**src/rtl/irq_agg_pkg.sv**
```systemverilog
// Package: shared constants for the three-bank interrupt aggregator.
// Assumes byte addressing with 32-bit registers.
package irq_agg_pkg;
    localparam int ADDR_W  = 8;
    localparam int DATA_W  = 32;
    localparam int PRI_N   = 8;
    localparam int SEC_N   = 32;
    localparam int MIR_A_N = 5;
    localparam int MIR_B_N = 6;
    localparam int SUM_A_BIT  = 8;
    localparam int SUM_B_BIT  = 9;
    localparam int MIR_A_BASE = 10;
    localparam int MIR_B_BASE = MIR_A_BASE + MIR_A_N;
    localparam int TOP_LAST   = MIR_B_BASE + MIR_B_N - 1;

    localparam logic [ADDR_W-1:0] OFF_STAT_P = 8'h00;
    localparam logic [ADDR_W-1:0] OFF_STAT_A = 8'h04;
    localparam logic [ADDR_W-1:0] OFF_STAT_B = 8'h08;
    localparam logic [ADDR_W-1:0] OFF_SET_A  = 8'h10;
    localparam logic [ADDR_W-1:0] OFF_SET_B  = 8'h14;
    localparam logic [ADDR_W-1:0] OFF_SET_P  = 8'h18;
    localparam logic [ADDR_W-1:0] OFF_CLR_A  = 8'h1C;
    localparam logic [ADDR_W-1:0] OFF_CLR_B  = 8'h20;
    localparam logic [ADDR_W-1:0] OFF_CLR_P  = 8'h24;

    // Source line in group A that feeds mirror slot idx
    function automatic int mirror_src_a(input int idx);
        case (idx)
            0: return 7;
            1: return 9;
            2: return 10;
            3: return 18;
            default: return 19;
        endcase
    endfunction

    // Source line in group B that feeds mirror slot idx
    function automatic int mirror_src_b(input int idx);
        case (idx)
            0: return 21;
            1: return 22;
            2: return 23;
            3: return 24;
            4: return 25;
            default: return 30;
        endcase
    endfunction

    // Mask of group A lines that are not mirrored
    function automatic logic [SEC_N-1:0] plain_mask_a();
        logic [SEC_N-1:0] m = '1;
        for (int i = 0; i < MIR_A_N; i++) m[mirror_src_a(i)] = 1'b0;
        return m;
    endfunction

    // Mask of group B lines that are not mirrored
    function automatic logic [SEC_N-1:0] plain_mask_b();
        logic [SEC_N-1:0] m = '1;
        for (int i = 0; i < MIR_B_N; i++) m[mirror_src_b(i)] = 1'b0;
        return m;
    endfunction
endpackage

```
**src/rtl/irq_mask_reg.sv**
```systemverilog
// Module: one group's enable mask with set-by-one and clear-by-one addresses.
// Assumes at most one bus write per cycle and a synchronous active-low reset.
module irq_mask_reg #(
    parameter int                                  WIDTH   = 32,
    parameter logic [irq_agg_pkg::ADDR_W-1:0]      SET_OFF = '0,
    parameter logic [irq_agg_pkg::ADDR_W-1:0]      CLR_OFF = '0
) (
    input  logic                              clk,
    input  logic                              rst_n,
    input  logic                              wr,
    input  logic [irq_agg_pkg::ADDR_W-1:0]    addr,
    input  logic [WIDTH-1:0]                  wdata,
    output logic [WIDTH-1:0]                  mask_q
);
    logic hit_set;
    logic hit_clr;

    // Decode which of this group's mask addresses is written
    always_comb begin
        hit_set = wr && (addr == SET_OFF);
        hit_clr = wr && (addr == CLR_OFF);
    end

    // Update the mask: ones set on the set address, ones clear on the clear address
    always_ff @(posedge clk) begin
        if (!rst_n)
            mask_q <= '0;
        else if (hit_set)
            mask_q <= mask_q | wdata;
        else if (hit_clr)
            mask_q <= mask_q & ~wdata;
    end

    a_r2_set_sticks: assert property (@(posedge clk) disable iff (!rst_n)
        (wr && addr == SET_OFF) |=> ((mask_q & $past(wdata)) == $past(wdata)));
    a_r3_clr_sticks: assert property (@(posedge clk) disable iff (!rst_n)
        (wr && addr == CLR_OFF) |=> ((mask_q & $past(wdata)) == '0));
    a_r2_zero_keeps: assert property (@(posedge clk) disable iff (!rst_n)
        (wr && (addr == SET_OFF || addr == CLR_OFF)) |=>
            ((mask_q & ~$past(wdata)) == ($past(mask_q) & ~$past(wdata))));
    a_r9_idle_hold: assert property (@(posedge clk) disable iff (!rst_n)
        (!wr || (addr != SET_OFF && addr != CLR_OFF)) |=> $stable(mask_q));
endmodule

```
**src/rtl/irq_top_word.sv**
```systemverilog
// Module: builds the primary status word from masked lines of all groups.
// Assumes inputs are already masked; fully combinational.
module irq_top_word
    import irq_agg_pkg::*;
(
    input  logic [PRI_N-1:0]  act_p,
    input  logic [SEC_N-1:0]  act_a,
    input  logic [SEC_N-1:0]  act_b,
    output logic [DATA_W-1:0] word
);
    localparam logic [SEC_N-1:0] PLAIN_A = plain_mask_a();
    localparam logic [SEC_N-1:0] PLAIN_B = plain_mask_b();

    logic [MIR_A_N-1:0] mir_a;
    logic [MIR_B_N-1:0] mir_b;

    // Pick out the mirrored lines of group A
    for (genvar i = 0; i < MIR_A_N; i++) begin : g_mir_a
        assign mir_a[i] = act_a[mirror_src_a(i)];
    end

    // Pick out the mirrored lines of group B
    for (genvar i = 0; i < MIR_B_N; i++) begin : g_mir_b
        assign mir_b[i] = act_b[mirror_src_b(i)];
    end

    // Assemble direct bits, summary flags and mirror bits
    always_comb begin
        word = '0;
        word[PRI_N-1:0]               = act_p;
        word[SUM_A_BIT]               = |(act_a & PLAIN_A);
        word[SUM_B_BIT]               = |(act_b & PLAIN_B);
        word[MIR_A_BASE +: MIR_A_N]   = mir_a;
        word[MIR_B_BASE +: MIR_B_N]   = mir_b;
    end
endmodule

```
**src/rtl/banked_irq_agg.sv**
```systemverilog
// Module: three-bank level interrupt aggregator with mirror bits.
// Assumes level-sensitive lines synchronous to clk and a single-cycle bus.
module banked_irq_agg
    import irq_agg_pkg::*;
(
    input  logic              clk,
    input  logic              rst_n,
    input  logic [7:0]        bus_addr,
    input  logic              bus_wr,
    input  logic [31:0]       bus_wdata,
    output logic [31:0]       bus_rdata,
    input  logic [7:0]        line_p,
    input  logic [31:0]       line_a,
    input  logic [31:0]       line_b,
    output logic              irq_out
);
    logic [PRI_N-1:0]  mask_p;
    logic [SEC_N-1:0]  mask_a;
    logic [SEC_N-1:0]  mask_b;
    logic [PRI_N-1:0]  act_p;
    logic [SEC_N-1:0]  act_a;
    logic [SEC_N-1:0]  act_b;
    logic [DATA_W-1:0] top_word;

    irq_mask_reg #(.WIDTH(PRI_N), .SET_OFF(OFF_SET_P), .CLR_OFF(OFF_CLR_P)) i_mask_p (
        .clk(clk), .rst_n(rst_n), .wr(bus_wr), .addr(bus_addr),
        .wdata(bus_wdata[PRI_N-1:0]), .mask_q(mask_p));
    irq_mask_reg #(.WIDTH(SEC_N), .SET_OFF(OFF_SET_A), .CLR_OFF(OFF_CLR_A)) i_mask_a (
        .clk(clk), .rst_n(rst_n), .wr(bus_wr), .addr(bus_addr),
        .wdata(bus_wdata[SEC_N-1:0]), .mask_q(mask_a));
    irq_mask_reg #(.WIDTH(SEC_N), .SET_OFF(OFF_SET_B), .CLR_OFF(OFF_CLR_B)) i_mask_b (
        .clk(clk), .rst_n(rst_n), .wr(bus_wr), .addr(bus_addr),
        .wdata(bus_wdata[SEC_N-1:0]), .mask_q(mask_b));

    // Gate each line with its enable
    always_comb begin
        act_p = line_p & mask_p;
        act_a = line_a & mask_a;
        act_b = line_b & mask_b;
    end

    irq_top_word i_top_word (.act_p(act_p), .act_a(act_a), .act_b(act_b), .word(top_word));

    // Raise the request when any primary status bit is set
    assign irq_out = |top_word[TOP_LAST:0];

    // Read multiplexer over the nine register addresses
    always_comb begin
        case (bus_addr)
            OFF_STAT_P:             bus_rdata = top_word;
            OFF_STAT_A:             bus_rdata = act_a;
            OFF_STAT_B:             bus_rdata = act_b;
            OFF_SET_P, OFF_CLR_P:   bus_rdata = {{(DATA_W-PRI_N){1'b0}}, mask_p};
            OFF_SET_A, OFF_CLR_A:   bus_rdata = mask_a;
            OFF_SET_B, OFF_CLR_B:   bus_rdata = mask_b;
            default:                bus_rdata = '0;
        endcase
    end

    a_r8_irq_any_enabled: assert property (@(posedge clk) disable iff (!rst_n)
        irq_out == (|(line_p & mask_p) || |(line_a & mask_a) || |(line_b & mask_b)));
    a_r7_top_high_zero: assert property (@(posedge clk) disable iff (!rst_n)
        top_word[DATA_W-1:TOP_LAST+1] == '0);
    a_r5_sum_a_needs_plain: assert property (@(posedge clk) disable iff (!rst_n)
        top_word[SUM_A_BIT] |-> ($countones(act_a) > $countones(top_word[MIR_A_BASE +: MIR_A_N])));
endmodule

```
**config.mk**
```make
export PLATFORM = sky130hd
export DESIGN_NAME = banked_irq_agg
export DESIGN_NICKNAME = d
export VERILOG_FILES = /design/src/rtl/irq_agg_pkg.sv /design/src/rtl/irq_mask_reg.sv /design/src/rtl/irq_top_word.sv /design/src/rtl/banked_irq_agg.sv
export SDC_FILE = /design/constraint.sdc
export NUM_CORES = 1
export LEC_CHECK = 0
export BUFFER_PORTS_ARGS = -buffer_cell sky130_fd_sc_hd__buf_4
export CORE_MARGIN = 5
export CORE_UTILIZATION = 45
export CTS_CLUSTER_SIZE = 30
export DETAILED_ROUTE_END_ITERATION = 10
export GPL_ROUTABILITY_DRIVEN = 0
export PLACE_DENSITY = 0.7
export SYNTH_ARGS = -nofsm -noshare
export SYNTH_HDL_FRONTEND = slang
export SYNTH_SLANG_ARGS = --single-unit
```
**constraint.sdc**
```tcl
create_clock -name clk -period 4.61 [get_ports clk]
set_input_delay 0.6915 -clock clk [delete_from_list [all_inputs] [get_ports clk]]
set_output_delay 0.6915 -clock clk [all_outputs]
set_load 0.05 [all_outputs]
```
# == After elaboration in Yosys (flattened, before gate mapping) ==
# Index checks and enable logic that the tools add are counted.
# totals
ff_bits,72
wordCells,45
inputBits,115
# op_classes
bitwise,11
eq_ne,8
reduce_logical,16
n_mux,7
# op_table
cell,count
$pmux 32 s6,1
$and 32x32->32,4
$mux 32,4
$reduce_or 72->1,1
$or 32x32->32,2
$eq 8x5->1 const B,4
$not 32->32,1
$reduce_or 27->1,1
$reduce_or 26->1,1
$and 8x8->8,2
$eq 8x6->1 const B,2
$mux 8,2
$eq 8x3->1 const B,1
$eq 8x4->1 const B,1
$logic_not 8->1,1
$not 8->8,1
$or 8x8->8,1
$logic_and 1x1->1,6
$reduce_bool 2->1,3
$reduce_or 2->1,3

# == Depth between registers and ports, before layout ==
# Gate-level depths: netlist of run 1.
# logic_depth
depth_word,4
ltp_mapped,8
depth_no_buf,5

# == By module ==
# From an unflattened synthesis of run 1, not the netlist that was laid out.
# unflattened
cells_unflattened,673
hier_area_um2,5571.6
# by_module_without_submodules
module,cells_each,instances,seq_area_each_um2,area_per_inst_um2
banked_irq_agg,251,1,0.0,1706.6
irq_mask_reg (i_mask_b),185,1,640.6,1619.1
irq_mask_reg (i_mask_a),156,1,640.6,1524.0
irq_mask_reg (i_mask_p),32,1,160.2,374.1
irq_top_word,49,1,0.0,347.8

# == Worst setup path after synthesis of run 1 ==
# OpenSTA, ideal clock, no wires.
# synth_path
path_type,input-to-output
startpoint,input port bus_addr[7]
endpoint,output port bus_rdata[11]
stages,7
path_slack_ns,1.415
t_required_ns,3.919
t_arrival_ns,2.504
cell_sequence,or4_4 buf_6 nor4_4 buf_4 nand2_1 a21boi_0 a311o_1
# synth_via
elab_chain_cells,3
word_cells_on_any_way,13
# synth_lines
item,line_no,text
from (decl),banked_irq_agg.sv:8,"input logic [7:0] bus_addr,"
$eq 8x6->1 or $eq 8x5->1 (tied branches),banked_irq_agg.sv:49,case (bus_addr)
$reduce_or 2->1,banked_irq_agg.sv:49,
$pmux 32 s6 *,banked_irq_agg.sv:49,
to (decl),banked_irq_agg.sv:11,"output logic [31:0] bus_rdata,"
# Mark *: on every way between the ends. The rest lies on a longest branch, timed or not.

# == Final worst setup path of run 1 ==
# layout_path
startpoint,input port bus_addr[7]
endpoint,output port bus_rdata[19]
# The elaborated chain is that of the path after synthesis.

==> results of run 1 <==
==> placed cells by master (no fill, tap or decap), types with 6 or more instances in the layout <==
master	instances
a211oi_1	11
a211oi_2	21
a21boi_0	27
a21oi_1	32
a221o_1	10
a221oi_1	6
a22o_1	17
a22oi_1	21
a311o_1	11
a32o_1	40
buf_4	153
clkbuf_8	9
dfxtp_1	72
nand2_1	152
nand4_1	6
==> cell usage after synthesis (all sizes together), types with 2 or more instances <==
cell	number
a221o	10
inv	2
nand2	152
a32o	40
nand2b	3
a22o	17
a222oi	2
nor2	8
a21oi	32
a211oi	32
clkbuf	16
dfxtp	72
a22oi	21
a311o	11
nor4	2
buf	21
nand3	3
or4	3
nand4	6
a21boi	32
a221oi	6
==> stage by stage <==
stage	hold WS [ns]	setup slack, ns	util [%]
after floorplan	0.484	1.41	-
after global placement	0.503	1.09	58.1
after detailed placement	0.508	1.08	58.1
after CTS	0.518	1.08	60.5
after global routing	0.520	0.938	60.5
final	0.531	1.05	60.5
==> critical path: stages <==
cell	delay, ns
buf_4	0.10
or4_4	0.60
nor4_4	0.30
buf_4	0.32
nand2_1	0.08
a21boi_0	0.35
a311o_1	0.21
buf_4	0.20
==> final cells by class <==
class | instances | area share (%)
multi-input combinational | 389 | 46.9
sequential | 72 | 25.7
timing repair buffer | 153 | 20.5
tap | 129 | 2.88
clock buffer | 10 | 2.27
clock inverter | 6 | 1.65
inverter | 2 | 0.134
==> kinds of logic (layout without fill, tap and decap cells) <==
| kind of cell | after synthesis | in the layout | share of synthesized area (%) |
|---|---|---|---|
| AOI/OAI and AO/OA | 205 | 205 | 41.2 |
| buffers and inverters | 39 | 171 | 5.47 |
| DFF | 72 | 72 | 33.5 |
| and+or+nand+nor | 184 | 184 | 19.9 |
==> report_power, final <==
group,leakage (nW),switching (mW),total [mW],internal (mW)
logic,1.53,0.0809,0.155,0.0741
clock network,0.103,0.261,0.569,0.308
registers,0.580,0.00116,0.624,0.622
==> how the worst min path moves through the flow <==
stage / from / end / slack [ns] / cells past startpoint
floorplan: register / register / 0.48 / 1
global placement: register / register / 0.50 / 1
detailed placement: register / register / 0.51 / 1
CTS: bus_wdata[30] / register / 0.52 / 2
global route: bus_wdata[30] / register / 0.52 / 2
finish: register / register / 0.53 / 1
==> layer usage <==
| metal | part of all wire [%] | up-vias | global-route usage, % |
|---|---|---|---|
| li1 | - | 2189 | - |
| met1 | 38 | 2327 | 39.0 |
| met2 | 47 | 303 | 44.7 |
| met3 | 11 | 48 | 5.40 |
| met4 | 3.2 | 0 | 10.1 |
| met5 | 0 | - | 0 |
==> results.json, run 1 <==
{
  "ctsHoldBuffers": 0,
  "clock_latency_ns": 0.36,
  "grt_pass1_wl_um": 25700,
  "fin_crit_sh_pct": 77.1,
  "nets": 742,
  "slew_viol_final": 0,
  "synthCells": 500,
  "maxCapViolCount": 0,
  "fp.dieArea_um2": 11600,
  "cp_max_fo": 20,
  "initial_core_util_pct": 46.3,
  "cts_tree": "built",
  "die_w_um": 108,
  "yosysSeqAreaShare_pct": 33.5,
  "drtPass1Iterations": 7,
  "cp.arrival_ns": 2.86,
  "dp.cells": 745,
  "vdd_drop_max_mv": 0.155,
  "criticalPathCategory": "input pin to primary output",
  "synth.area.top_cells": "dfxtp_1 33%, nand2_1 13%, a32o_1 9.3%, a211oi_2 6.1%, a21boi_0 4.7%",
  "p_leak_nw": 2.21,
  "grt_max_degree": 43,
  "ys_warn_count": 0,
  "synth_cell_type_count": 36,
  "synth.cell_area_um2": 4300,
  "post_cts_buffers": 0,
  "rrSetupSlack_ns": 3.82,
  "clock_skew_ns": 0,
  "max_freq_ghz": 0.281,
  "design_area_um2": 5610,
  "synth_edf_count": 0,
  "num_io_pins": 148,
  "cts_buffer_depth": 2,
  "synthFlopType": "dfxtp_1",
  "drc": 0,
  "grt_overflow": 0,
  "grt.total_usage_pct": 28.5,
  "tns_ns": 0,
  "path_clk_slew_ns": 0.08,
  "cts_made_buffers": 9,
  "cts-resized-gates": 0,
  "core_region_area_um2": 9280,
  "first_iter_violations": 522,
  "wire_per_inst_um": 22.2,
  "drt-vias-per-instance": 6.40,
  "critPathLaunchType": "input pin",
  "dieHeight_um": 108,
  "numPortBuffers": 147,
  "routed_wl_um": 16900,
  "period_needed_ns": 3.56,
  "run_status": "finished, final reports clean",
  "rsz0062_at_grt": "no",
  "cp-end-kind": "primary output",
  "antenna_found_initial": 0,
  "grt_pass1_vias": 4610,
  "place_area_um2": 5390,
  "final_cells": 761,
  "place_hpwl_um": 12300,
  "cp-startpoint": "bus_addr[7]",
  "max_slew_margin_pct": 37.2,
  "crit_required_ns": 3.92,
  "reg2reg_depth": 2,
  "layout-drive-gt1-share_pct": 31.5,
  "netlist.area_leader.share_pct": 33.5,
  "crit_path_end": "bus_rdata[19]",
  "clock_sinks": 72,
  "rows": 35,
  "synth-seq-cells": 72,
  "pwr_density_cell_nw_per_um2": 240,
  "hold_path_class": "register to register",
  "fill_cells": 871,
  "setup_violations": 0,
  "register_area_um2": 1440,
  "synth.avg_cell_area_um2": 8.61,
  "synth_area_leader_cell": "dfxtp_1",
  "synthArstFlopShare_pct": 0,
  "insertedDiodeCount": 0,
  "final_antenna_net_count": 0,
  "multi_input_area_um2": 2630,
  "tightestPinTransition_ns": 0.939,
  "synthesis.nets": 615,
  "synthToLayoutAreaGrowth_pct": 30.4,
  "root_buffer": "clkbuf_8",
  "via_count": 4867,
  "design_power_total_mw": 1.35,
  "htree_levels": 3,
  "hold_viol_final": 0
}
Note: power is estimated with default switching activity, not from simulation.
==> run 2, diff against run 1 <==
- ABC_AREA: not set -> 1
- PLACE_DENSITY: 0.7 -> 0.68
- clock period: 4.61 -> 3.5 ns (I/O delays scaled with it)
==> run 2 against run 1 <==
  * Combinational power grew 30%
  * Global-route usage shrank 1.6 points
  * Cell count grew 56%
  * Register-to-register slack lost 1.0 ns
  * Synthesized area grew 16%
  * Critical path depth grew 1
  * Wire length grew 7.6%
==> results.json, run 2 <==
{
  "clock_skew_ns": 0,
  "netlist.area_leader.share_pct": 28.8,
  "synth_area_leader_cell": "dfxtp_1",
  "grt_overflow": 0,
  "vdd_drop_max_mv": 0.140,
  "clock_sinks": 72,
  "drc": 0,
  "core_region_area_um2": 10900,
  "layout-drive-gt1-share_pct": 17.6,
  "die_w_um": 116,
  "period_needed_ns": 2.76,
  "numPortBuffers": 147,
  "grt_pass1_vias": 5491,
  "critPathTopFamily": "buffers and inverters",
  "max_stage_delay_ns": 0.46,
  "rows": 38,
  "pwr_density_cell_nw_per_um2": 263,
  "synthCells": 913,
  "path_clk_slew_ns": 0.08,
  "run_status": "finished, final reports clean",
  "synthArstFlopShare_pct": 0,
  "slew_viol_final": 0,
  "critPathLaunchType": "input pin",
  "final_cells": 1188,
  "cp-end-kind": "primary output",
  "place_hpwl_um": 13000,
  "grt.total_usage_pct": 26.9,
  "via_count": 6154,
  "tightestPinTransition_ns": 0.673,
  "ys_warn_count": 0,
  "cp.arrival_ns": 2.23,
  "hold_viol_final": 0,
  "synthFlopType": "dfxtp_1",
  "first_iter_violations": 601,
  "clock_latency_ns": 0.34,
  "drtPass1Iterations": 5,
  "drt-vias-per-instance": 5.18,
  "wire_per_inst_um": 15.3,
  "cp_common_cell": "nand3_1",
  "max_freq_ghz": 0.363,
  "nets": 1158,
  "criticalPathCategory": "input pin to primary output",
  "insertedDiodeCount": 0,
  "synth.avg_cell_area_um2": 5.49,
  "dieHeight_um": 116,
  "dp.cells": 1172,
  "cts-resized-gates": 0,
  "synth-seq-cells": 72,
  "synth_edf_count": 0,
  "crit_chain": "buf_4 -> inv_1 -> nand3_1 -> inv_1 -> nand2_1 -> clkinv_1 -> nand3_1 -> nand3_1 -> buf_4",
  "post_cts_buffers": 0,
  "hold_path_class": "input pin to register",
  "grt_pass1_wl_um": 28200,
  "htree_levels": 3,
  "synth.area.top_cells": "dfxtp_1 29%, nand2_1 28%, nand3_1 12%, nor2_1 7.0%, inv_1 6.7%",
  "setup_violations": 0,
  "crit_required_ns": 2.97,
  "routed_wl_um": 18200,
  "grt_max_degree": 42,
  "cts_made_buffers": 9,
  "synth.cell_area_um2": 5010,
  "max_slew_margin_pct": 54.8,
  "p_leak_nw": 2.98,
  "yosysMostFrequentCell": "nand2_1",
  "cts_tree": "built",
  "layout_common_cells": "380 x nand2_1, 159 x buf_4, 119 x nand3_1",
  "whs_ns": 0.445,
  "synth_cell_type_count": 25,
  "ys_top_cells_by_count": "380 x nand2_1, 119 x nand3_1, 93 x nor2_1, 90 x inv_1, 72 x dfxtp_1",
  "synthToLayoutAreaGrowth_pct": 27.3,
  "cp.buffers_inverters": 5,
  "fp.dieArea_um2": 13300,
  "final_antenna_net_count": 0,
  "ctsHoldBuffers": 0,
  "cts_buffer_depth": 2,
  "antenna_found_initial": 0,
  "layout_commonest_cell": "nand2_1",
  "rsz0062_at_grt": "no",
  "fin_crit_sh_pct": 78.8,
  "cp_max_fo": 11,
  "root_buffer": "clkbuf_8",
  "yosysSeqAreaShare_pct": 28.8,
  "num_io_pins": 148,
  "slowest_stage": "clkinv_1",
  "maxCapViolCount": 0,
  "synthesis.nets": 1028,
  "initial_core_util_pct": 46.0,
  "tns_ns": 0
}
==> run 2: changes by cell type after synthesis, moves of 22 or more <==
| cell | change |
|---|---|
| nand2_1 | +228 |
| a21boi_0 | -22 |
| inv_1 | +88 |
| a32o_1 | -40 |
| nor2_1 | +87 |
| nand3_1 | +116 |
| o21ai_0 | +30 |
==> run 2: worst paths after layout <==
path                      start            end  slack (ns)  cells past startpoint
hold / removal    bus_wdata[27]       register        0.45                      3
setup reg to reg       register       register        2.81                      4
setup / recovery    bus_addr[4]  bus_rdata[28]        0.74                      9
hold reg to reg        register       register        0.48                      2
==> run 2: per-stage QoR <==
step                area, um^2  power, mW  setup slack, ns  util [%]
floorplan                 5010      0.893             1.19         -
finish                    6380       1.68            0.743      58.6
CTS                       6380       1.68            0.764      58.6
detailed placement        6200       1.04            0.765      56.9
global placement          6200       1.04            0.837      56.9
global route              6380       1.73            0.591      58.6
==> run 2: cells by family after synthesis <==
logic type	Yosys count	synth area share (%)
DFF	72	28.8
AOI/OAI and AO/OA	85	8.74
buffers and inverters	134	11.0
and+or+nand+nor	622	51.5
==> run 2: layout make-up <==
type / instances / area, um^2
Multi-Input combinational cell: 707 / 3020
Timing Repair Buffer: 160 / 1210
Tap cell: 140 / 175
Inverter: 93 / 349
Clock buffer: 12 / 135
Fill cell: 1164 / 4510
Clock inverter: 4 / 45.0
Sequential cell: 72 / 1440
==> run 2: routing by layer <==
layer  global-route usage, %  routed length, um
met5                       0                  0
met2                    41.9               7870
met4                    8.22                363
met3                    4.86               1990
met1                    37.9               7970
==> run 2: worst register-to-register path, stage by stage, from the launching register on <==
cell and delay, ns:
dfxtp_1 0.40, inv_1 0.06, nand2_1 0.06, inv_1 0.04, nor2_1 0.08
==> run 2: where the power goes <==
| group | total, mW | internal (mW) | switching (mW) |
|---|---|---|---|
| clock network | 0.654 | 0.327 | 0.327 |
| logic | 0.202 | 0.0969 | 0.105 |
| registers | 0.821 | 0.820 | 0.00125 |
==> run 3, diff against run 2 <==
- ABC_AREA: 1 -> 0
- PLACE_DENSITY: 0.68 -> 0.73
- clock period: 3.5 -> 2.3 ns (I/O delays scaled with it)
==> run 3 against run 2 <==
  * The run now ends with setup timing left
  * Global-route usage is 4.4 points higher
  * Clock skew unchanged
  * Core utilization up 15 points
  * Sequential power up 52%
  * Setup slack lost 1.0 ns
  * Clock power is 73% higher
  * Register-to-register slack worse by 1.3 ns
  * Worst hold slack worse by 0.25 ns
  * Non-clock buffer count grew 50
  * Sequential share of layout area is 1.4 points lower
  * Critical path type unchanged
  * Critical endpoint unchanged
  * Largest cell class unchanged
==> results.json, run 3 (same netlist as run 1, synthesis figures left out) <==
{
  "cp.depth": 9,
  "setup_violations": 33,
  "period_needed_ns": 2.61,
  "place_hpwl_um": 13000,
  "layout_commonest_cell": "buf_4",
  "ctsHoldBuffers": 0,
  "num_io_pins": 148,
  "critPathTopFamily": "simple AND/OR/NAND/NOR gates",
  "hold_viol_final": 0,
  "htree_levels": 3,
  "antenna_found_initial": 0,
  "run_status": "finished, violations left",
  "crit_required_ns": 1.96,
  "violations": "setup timing",
  "grt.total_usage_pct": 31.3,
  "numPortBuffers": 147,
  "insertedDiodeCount": 0,
  "crit_chain": "buf_6 -> or4_4 -> nor4_4 -> buf_6 -> buf_8 -> nand2_1 -> nand2_1 -> a22o_2 -> buf_6",
  "combPwrFrac_pct": 13.1,
  "layout-drive-gt1-share_pct": 49.3,
  "cts_buffer_depth": 2,
  "routed_wl_um": 19100,
  "fp.dieArea_um2": 11600,
  "rrSetupSlack_ns": 1.49,
  "clock_latency_ns": 0.35,
  "cp-end-kind": "primary output",
  "first_iter_violations": 659,
  "cp.buffers_inverters": 4,
  "tightestPinTransition_ns": 0.526,
  "multi_input_area_um2": 2880,
  "fill_cells": 687,
  "p_leak_nw": 2.76,
  "swShare_pct": 24.8,
  "critPathLaunchType": "input pin",
  "drtPass1Iterations": 6,
  "pwr_density_cell_nw_per_um2": 403,
  "cts_tree": "built",
  "die_w_um": 108,
  "grt_max_degree": 33,
  "clock_skew_ns": 0,
  "cts_made_buffers": 9,
  "reg2reg_depth": 3,
  "wire_per_inst_um": 23.4,
  "tns_ns": -7.35,
  "nets": 799,
  "slew_viol_final": 0,
  "holdCritStartpoint": "bus_wdata[12]",
  "max_stage_delay_ns": 0.60,
  "max_freq_ghz": 0.384,
  "drt-vias-per-instance": 6.49,
  "synthToLayoutAreaGrowth_pct": 58.0,
  "via_count": 5300,
  "slowest_stage": "or4_4",
  "layout_common_cells": "148 x buf_4, 123 x nand2_1, 70 x dfxtp_1",
  "cp_common_cell": "buf_6",
  "drc": 0,
  "fin_crit_sh_pct": 113,
  "maxCapViolCount": 0,
  "cp.arrival_ns": 2.26,
  "seq_power_share_pct": 45.7,
  "p_int_mw": 2.06,
  "whs_ns": 0.196,
  "grt_pass1_wl_um": 28300,
  "vdd_drop_max_mv": 0.313,
  "cp_max_fo": 10,
  "criticalPathCategory": "input pin to primary output",
  "rows": 35,
  "hold_path_class": "input pin to register",
  "fin_util_pct": 73.2,
  "initial_core_util_pct": 46.3,
  "dieHeight_um": 108,
  "register_area_um2": 1440,
  "p_clk_share_pct": 41.2,
  "path_clk_slew_ns": 0.08,
  "rsz0062_at_grt": "yes",
  "hold_depth": 2,
  "switchingPower_uw": 677,
  "postLayoutSetupSlackWorst_ns": -0.306,
  "root_buffer": "clkbuf_8",
  "clock_sinks": 72,
  "grt_overflow": 0,
  "max_slew_margin_pct": 64.9,
  "core_region_area_um2": 9280,
  "final_antenna_net_count": 0,
  "grt_pass1_vias": 5305
}
## run 3: timing repair
item                                    in CTS  in global routing
pin swaps                                   27                 45
buffers inserted                             9                  0
endpoints found under the setup margin      33                 33
cloned                                       7                  1
resized for setup                          116                 43
## run 3: how the worst max path moves through the flow
stage | from | endpoint | slack (ns)
finish | bus_addr[0] | bus_rdata[28] | -0.31
global route | bus_addr[0] | bus_rdata[28] | -0.37
CTS | register | irq_out | -0.24
detailed placement | bus_addr[7] | bus_rdata[12] | -0.30
global placement | bus_addr[7] | bus_rdata[13] | -0.29
floorplan | bus_addr[7] | bus_rdata[11] | -0.02
## run 3: per-layer routing
layer | share of wire [%] | up-vias | track usage (%)
met5 | 0 | - | 0
met3 | 12 | 88 | 8.94
met1 | 36 | 2499 | 38.1
met2 | 47 | 401 | 50.8
met4 | 4.6 | 0 | 14.5
li1 | - | 2312 | -
## run 3: power groups by stage
stage / Sequential (mW) / Clock [mW] / Combinational (mW)
2_1_floorplan: 1.28 / 0 / 0.0639
3_3_place_gp: 1.28 / 0 / 0.325
3_5_place_dp: 1.28 / 0 / 0.328
4_1_cts: 1.25 / 1.14 / 0.342
5_1_grt: 1.25 / 1.18 / 0.373
6_report: 1.25 / 1.13 / 0.360
## run 3: through the flow
step	power [mW]	instance area (um^2)	cells	setup WS [ns]
2_1_floorplan	1.34	4340	500	-0.0207
3_5_place_dp	1.61	5840	787	-0.300
3_3_place_gp	1.60	5840	787	-0.287
4_1_cts	2.73	6670	818	-0.245
5_1_grt	2.80	6800	817	-0.373
6_report	2.74	6800	817	-0.306
## run 3: final cells by class
class / count / area share (%)
flip-flops and latches: 72 / 21.2
clock inverters: 5 / 1.20
clock buffers: 10 / 2.02
multi-input cells: 389 / 42.4
repair buffers: 210 / 30.7
inverters: 2 / 0.110
well taps: 129 / 2.37
